`src/rtl/cmi_dec_pkg.sv`:
```
package cmi_dec_pkg;
  typedef enum logic [1:0] {
    SYM_ZERO     = 2'b00,
    SYM_ONE      = 2'b01,
    SYM_BAD_ZERO = 2'b10
  } sym_kind_e;

  function automatic sym_kind_e classify(input logic first_h, input logic second_h);
    if (first_h == second_h) return SYM_ONE;
    else if (!first_h)       return SYM_ZERO;
    else                     return SYM_BAD_ZERO;
  endfunction
endpackage

```
`src/rtl/cmi_pair_collect.sv`:
```
module cmi_pair_collect (
  input  logic clk,
  input  logic rst_n,
  input  logic cmi_en,
  input  logic take,
  input  logic sample,
  output logic pair_fire,
  output logic first_half
);
  logic phase_q;
  logic first_q;

  always_ff @(posedge clk) begin
    if (!rst_n) begin
      phase_q <= 1'b0;
      first_q <= 1'b0;
    end else if (!cmi_en) begin
      phase_q <= 1'b0;
    end else if (take) begin
      if (!phase_q) begin
        first_q <= sample;
        phase_q <= 1'b1;
      end else begin
        phase_q <= 1'b0;
      end
    end
  end

  assign pair_fire  = take && cmi_en && phase_q;
  assign first_half = first_q;


  pair_phase_chk: assert property (@(posedge clk) disable iff (!rst_n)
    (take && cmi_en && !phase_q) |=> (phase_q && first_q == $past(sample)));
endmodule

```
`src/rtl/cmi_sym_judge.sv`:
```
module cmi_sym_judge
  import cmi_dec_pkg::*;
(
  input  logic clk,
  input  logic rst_n,
  input  logic fire,
  input  logic first_h,
  input  logic second_h,
  output logic bit_o,
  output logic viol_o
);
  sym_kind_e kind;
  logic      have_ref_q;
  logic      ref_lvl_q;

  always_comb begin
    kind   = classify(first_h, second_h);
    bit_o  = (kind == SYM_ONE);
    viol_o = 1'b0;
    unique case (kind)
      SYM_ZERO:     viol_o = 1'b0;
      SYM_BAD_ZERO: viol_o = 1'b1;
      SYM_ONE:      viol_o = have_ref_q && (ref_lvl_q == first_h);
      default:      viol_o = 1'b1;
    endcase
  end

  always_ff @(posedge clk) begin
    if (!rst_n) begin
      have_ref_q <= 1'b0;
      ref_lvl_q  <= 1'b0;
    end else if (fire && kind == SYM_ONE) begin
      have_ref_q <= 1'b1;
      ref_lvl_q  <= first_h;
    end
  end


  ref_update_chk: assert property (@(posedge clk) disable iff (!rst_n)
    (fire && first_h == second_h) |=> (have_ref_q && ref_lvl_q == $past(first_h)));

  first_one_chk: assert property (@(posedge clk) disable iff (!rst_n)
    (!have_ref_q && first_h == second_h) |-> !viol_o);
endmodule

```
`src/rtl/cmi_out_stage.sv`:
```
module cmi_out_stage (
  input  logic clk,
  input  logic rst_n,
  input  logic load,
  input  logic bit_i,
  input  logic viol_i,
  input  logic los,
  input  logic out_ready,
  output logic out_valid,
  output logic out_data,
  output logic out_viol
);
  logic valid_q, data_q, viol_q;

  always_ff @(posedge clk) begin
    if (!rst_n) begin
      valid_q <= 1'b0;
      data_q  <= 1'b0;
      viol_q  <= 1'b0;
    end else if (load) begin
      valid_q <= 1'b1;
      data_q  <= bit_i;
      viol_q  <= viol_i;
    end else if (out_ready) begin
      valid_q <= 1'b0;
    end
  end

  assign out_valid = valid_q;
  assign out_data  = data_q & ~los;
  assign out_viol  = viol_q;


  stall_hold_chk: assert property (@(posedge clk) disable iff (!rst_n)
    (valid_q && !out_ready) |=> (valid_q && $stable(data_q) && $stable(viol_q)));
endmodule

```
`src/rtl/cmi_line_decoder.sv`:
```
module cmi_line_decoder (
  input  logic clk,
  input  logic rst_n,
  input  logic cmi_en,
  input  logic los,
  input  logic smp_valid,
  output logic smp_ready,
  input  logic smp_data,
  output logic bit_valid,
  input  logic bit_ready,
  output logic bit_data,
  output logic bit_viol
);
  logic take, pair_fire, first_half;
  logic dec_bit, dec_viol;
  logic load, sel_bit, sel_viol;

  assign smp_ready = !bit_valid || bit_ready;
  assign take      = smp_valid && smp_ready;

  cmi_pair_collect pair_i (
    .clk(clk), .rst_n(rst_n), .cmi_en(cmi_en), .take(take),
    .sample(smp_data), .pair_fire(pair_fire), .first_half(first_half)
  );

  cmi_sym_judge judge_i (
    .clk(clk), .rst_n(rst_n), .fire(pair_fire), .first_h(first_half),
    .second_h(smp_data), .bit_o(dec_bit), .viol_o(dec_viol)
  );

  assign load     = cmi_en ? pair_fire : take;
  assign sel_bit  = cmi_en ? dec_bit  : smp_data;
  assign sel_viol = cmi_en ? dec_viol : 1'b0;

  cmi_out_stage out_i (
    .clk(clk), .rst_n(rst_n), .load(load), .bit_i(sel_bit), .viol_i(sel_viol),
    .los(los), .out_ready(bit_ready), .out_valid(bit_valid),
    .out_data(bit_data), .out_viol(bit_viol)
  );


  bad_zero_chk: assert property (@(posedge clk) disable iff (!rst_n)
    (pair_fire && first_half && !smp_data) |=> (bit_valid && bit_viol && (los || !bit_data)));

  nrz_pass_chk: assert property (@(posedge clk) disable iff (!rst_n)
    (take && !cmi_en) |=> (bit_valid && !bit_viol && (los || bit_data == $past(smp_data))));

  no_take_stall_chk: assert property (@(posedge clk) disable iff (!rst_n)
    (bit_valid && !bit_ready) |-> !take);
endmodule

```
`config.mk`:
```
export PLATFORM = sky130hd
export DESIGN_NAME = cmi_line_decoder
export DESIGN_NICKNAME = d
export VERILOG_FILES = /design/src/rtl/cmi_dec_pkg.sv /design/src/rtl/cmi_pair_collect.sv /design/src/rtl/cmi_sym_judge.sv /design/src/rtl/cmi_out_stage.sv /design/src/rtl/cmi_line_decoder.sv
export SDC_FILE = /design/constraint.sdc
export NUM_CORES = 1
export LEC_CHECK = 0
export ABC_AREA = 1
export CAP_MARGIN = 25
export CORE_AREA = 2 2 39 41
export DETAILED_ROUTE_END_ITERATION = 8
export DIE_AREA = 0 0 41 43
export PLACE_DENSITY = 0.65
export SLEW_MARGIN = 0
export SYNTH_ARGS = -nofsm -noshare
export SYNTH_HDL_FRONTEND = slang
export SYNTH_HIERARCHICAL = 1
export SYNTH_SLANG_ARGS = --single-unit
```
`constraint.sdc`:
```
create_clock -name clk -period 1.2 [get_ports clk]
set_clock_uncertainty 0.05 [all_clocks]
set_input_delay 0.18 -clock clk [delete_from_list [all_inputs] [get_ports clk]]
set_output_delay 0.18 -clock clk [all_outputs]
set_load 0.02 [all_outputs]
```
======== Yosys cells after proc, flatten, opt, wreduce, memory -nomap -nowiden ========
Index checks and enable logic that the tools add are counted.
operators by class
  equal/unequal tests ..................... 3
  mux-type cells .......................... 9
  bitwise operators ....................... 3
  reduce and logical (&&, ||, !) cells .... 11
operator list
  operator                                        count
  2-to-1 mux 1 bit                                6
  logical AND 1 bit                               5
  2-to-1 mux 2 bit                                2
  AND reduction 3 bit                             1
  == test 1 bit                                   2
  == test 2 x 1 -> 1 bit (second input constant)  1
  logical NOT 2 bit                               1
  inverter 1 bit                                  2
  one-hot mux 1 bit (2 select lines)              1
  AND reduction 2 bit                             1
  nonzero test 2 bit                              1
  bitwise AND 1 bit                               1
  logical NOT 1 bit                               1
  logical OR 1 bit                                1
word-level totals
  register bits ........................... 7
  input port bits ......................... 7
  output and inout bits ................... 4

======== Depth between registers and ports, before layout ========
  depth after elaboration ................. 7
  gate-level depth with buffers ........... 10
  mapped depth without buffers ............ 10

======== Modules after synthesis ========
The synthesis kept the hierarchy.
by module, submodules not included
  module            instances  cells an instance  area an instance (sq um)  seq. area each (sq um)
  cmi_sym_judge     1          19                 120.1                     40.0
  cmi_out_stage     1          16                 116.4                     60.1
  cmi_pair_collect  1          15                 91.3                      40.0
  cmi_line_decoder  1          12                 60.1                      0.0

======== Least setup slack after synthesis ========
Ideal clock, no wire load.
  path kind ............................... register to register
  start ................................... register out_i.valid_q (netlist: out_i/out_valid)
  end ..................................... register out_i.viol_q (netlist: out_i/out_viol)
  library setup time ...................... 0.116 ns
  arrival time ............................ 1.132 ns
  required time ........................... 1.034 ns
  setup slack ............................. -0.098 ns
  stages on the path, launching flop included .. 9
  buffers on the path ..................... 0
  clock period less this slack ............ 1.298 ns
  path through ............................ dfxtp_1 > a21boi_1 > nand2_1 > nor2_1 > nand2_1 > nand2_2 > inv_2 > nor2_1 > nor2_1
on the way
  longest elaborated chain between the ends .. 6
RTL lines
  item                            line                    RTL
  start, declared                 cmi_out_stage.sv:13     logic valid_q, data_q, viol_q;
  start signal, assigned          cmi_out_stage.sv:17     valid_q <= 1'b0;
  start signal, assigned          cmi_out_stage.sv:21     valid_q <= 1'b1;
  start signal, assigned          cmi_out_stage.sv:25     valid_q <= 1'b0;
  logical NOT 1 bit               cmi_line_decoder.sv:18  assign smp_ready = !bit_valid || bit_ready;
  logical OR 1 bit                cmi_line_decoder.sv:18
  logical AND 1 bit               cmi_line_decoder.sv:19  assign take = smp_valid && smp_ready;
  named net take                  cmi_line_decoder.sv:14  logic take, pair_fire, first_half;
  logical AND 1 bit (2 in a row)  cmi_pair_collect.sv:29  assign pair_fire = take && cmi_en && phase_q;
  named net pair_fire             cmi_line_decoder.sv:14
  2-to-1 mux 1 bit                cmi_line_decoder.sv:31  assign load = cmi_en ? pair_fire : take;
  named net load                  cmi_line_decoder.sv:16  logic load, sel_bit, sel_viol;
  end signal, assigned            cmi_out_stage.sv:23     viol_q <= viol_i;
  end, declared                   cmi_out_stage.sv:13
The timed path passes the listed nets, and every way through them passes these cells.
A chain may end at the register's enable or synchronous reset.

======== Worst setup path after layout ========
  start ................................... register out_i.valid_q (netlist: out_i/out_valid)
  end ..................................... output port bit_valid
RTL lines
  item           line                   RTL
  end, declared  cmi_line_decoder.sv:9  output logic bit_valid,
No word-level cell between the ends.

==> summary.md <==
| Metric | Value |
|---|---|
| DP HPWL | roughly 640 µm |
| DRT antenna net count | 0 |
| RSZ-0062 raised after global routing | true |
| Lkg Pwr | ~0.32 nW |
| H-tree levels | 1 |
| Share of cells above drive strength 1 | 36.5% |
| Synth Warn # | 6 |
| Worst path max stage delay | 0.36 ns |
| Num ports | 11 |
| CP endpoint kind | primary output |
| Outcome | completed |
| Library cells used by synthesis | 15 |
| Gr ovfl total | 0 |
| Worst-path clk slew | 0.06 ns |
| Slew margin rel. | 83.2% |
| Die area | between 1500 and 2000 µm² |
| PortBufs | 10 |
| Final hold viol count | 0 |
| DR vias/cell | between 4 and 5 |
| Ranking of synthesized cells by area | dfxtp_1, nand2_1, nor2_1 |
| Initial drt markers | 5 |
| ANT cells | 0 |
| Starting Density | between 20% and 30% |
| Top cell type's share of synthesized area | ~36% |
| CTS tree | yes |
| 1st-pass router iterations | 4 |
| Final core occ | between 40% and 50% |
| # rows | 14 |
| Max Clk Rate | 848 MHz |
| # nets final | 94 |
| Setup TNS | 0 ns |
| Arr. time, crit path | between 0.9 and 1 ns |
| # fillers | around 150 |
| Placer Congestion | 0.720 |
| Most frequent cells in the layout | nand2_1, nor2_1, buf_4, inv_1 |
| Area growth syn-to-layout | 58.7% |
| Slew at the pin closest to its max-slew limit | 0.252 ns |
| Final Cycle Share | a little over nine tenths |
| Max Root-Sink Buffers | 2 |
| CP Buf/Inv Count | 1 |
| Synth area leader | dfxtp_1 |
| Max_cap viols | 0 |
| Pin count of the biggest net entering global routing | 8 |
| GRT Overall Usage | between 10 and 15% |
| Commonest non-fill, non-tap cell in the layout | nand2_1 |
| Die Y-Extent | approximately 43 µm |
| Post-Synthesis Cells | 62 |
| HP Class | in -> reg |
| Crit-path max FO | 4 |
| Clock Root Buffer | clkbuf_4 |
| Via count | 424 |
| WL/cell | between 7 and 8 µm |
| Post-synthesis average cell area | ~6.3 µm² |
| Die Wd | slightly above 40 µm |
| Critical path required time | 0.97 ns |
| CTS Hold Buffers Added | 0 |
| First-pass GRT wire length | ~1.4 mm |
| Clock Sinks | 7 |
| CP cell instances | dlygate4sd2_1 |
| Kind of critical path | reg -> out |
| Total CTS buffers | 3 |
| CP top delay family | flip-flops |
| DRC | 0 |
| Tmin final | 1.18 ns |
| Startpoint class of the critical path | flop |
| Clk_lat worst skew | 0.25 ns |
| Register area | around 140 µm² |
| # setup viols final | 0 |
| Max-slew violations | 0 |
| Seq/Total Area, Yosys | around 36% |
| Initial antenna violation count | 0 |
| CP max-delay cell | dfxtp_2 |
| Multi-input gate area | 225 µm² |
| Core area | 1380 µm² |
| Seq cells post-synth | 7 |
| Hold WS | about 0.29 ns |
| Number of global-route vias before repair | 354 |
| Drt total wl | roughly 800 µm |
| Cell Area, Synth | approximately 390 µm² |
| Maximum vdd ir drop | around 0.62 mV |
| Pwr per Cell Area | around 1000 nW/µm² |
| Synthesized Nets | 70 |
==> synth_stat cells <==
cell type,n
nand3_2,1
nand2_2,2
a21oi_2,1
a21boi_0,1
inv_2,2
dfxtp_1,7
nor2_1,12
o21ai_0,1
inv_1,11
o21ai_1,1
ha_1,1
nand3_1,3
nand2_1,17
or2_0,1
a21boi_1,1
==> routing by layer <==
layer,vias to the layer above,share of wire [%],track usage (%)
met5,-,0,0
met4,0,1.0,6.00
met3,2,4.7,6.28
met2,9,48,16.9
met1,182,46,14.7
li1,231,-,-
==> sequential cells by signal (all words and copies together) (netlist names) <==
name,cells
judge_i/have_ref_q,1
out_i/out_valid,1
pair_i/first_half,1
judge_i/ref_lvl_q,1
out_i/data_q,1
pair_i/phase_q,1
out_i/out_viol,1
==> worst paths after layout <==
check | from | end | slack (ns) | cells after the start
max reg2reg | pair_i/first_half | out_i/out_viol | 0.03 | 8
min | bit_ready | out_i/out_valid | 0.29 | 4
min reg2reg | judge_i/have_ref_q | judge_i/have_ref_q | 0.43 | 2
max | out_i/out_valid | bit_valid | 0.02 | 1
==> cell type report <==
| cell class | instances | area share [%] |
|---|---|---|
| clock inverter | 1 | 0.813 |
| sequential | 7 | 23.2 |
| multi-input combinational | 42 | 36.6 |
| clock buffer | 3 | 3.66 |
| timing repair buffer | 19 | 24.6 |
| inverter | 13 | 7.93 |
| tap | 16 | 3.25 |
==> repair_timing <==
item	CTS	global route
pin swaps	6	9
setup endpoints to repair	9	8
resized for setup	12	5
setup buffers	1	0
==> where the power goes <==
part	switching (mW)	leakage, nW	internal [mW]
registers	0.00794	0.0580	0.246
logic	0.0684	0.243	0.0712
clock network	0.0951	0.0177	0.122
total	0.171	0.319	0.439
==> kinds of logic after synthesis <==
logic type,count (synthesis),share of synthesized area [%]
flops,7,36.1
fa+ha+maj,1,3.23
buf+inv,13,12.6
simple gates,36,39.4
compound gates,5,8.71
==> metrics by stage <==
step	instance area, µm²	worst slack, ns	power [mW]	instances
3_5_place_dp	587	-0.413	0.402	96
3_3_place_gp	587	-0.400	0.401	96
6_report	616	0.0204	0.611	101
5_1_grt	616	-0.0613	0.653	101
2_1_floorplan	407	0.0236	0.328	62
4_1_cts	611	-0.00452	0.618	101
(Power assumes the default switching activity.)
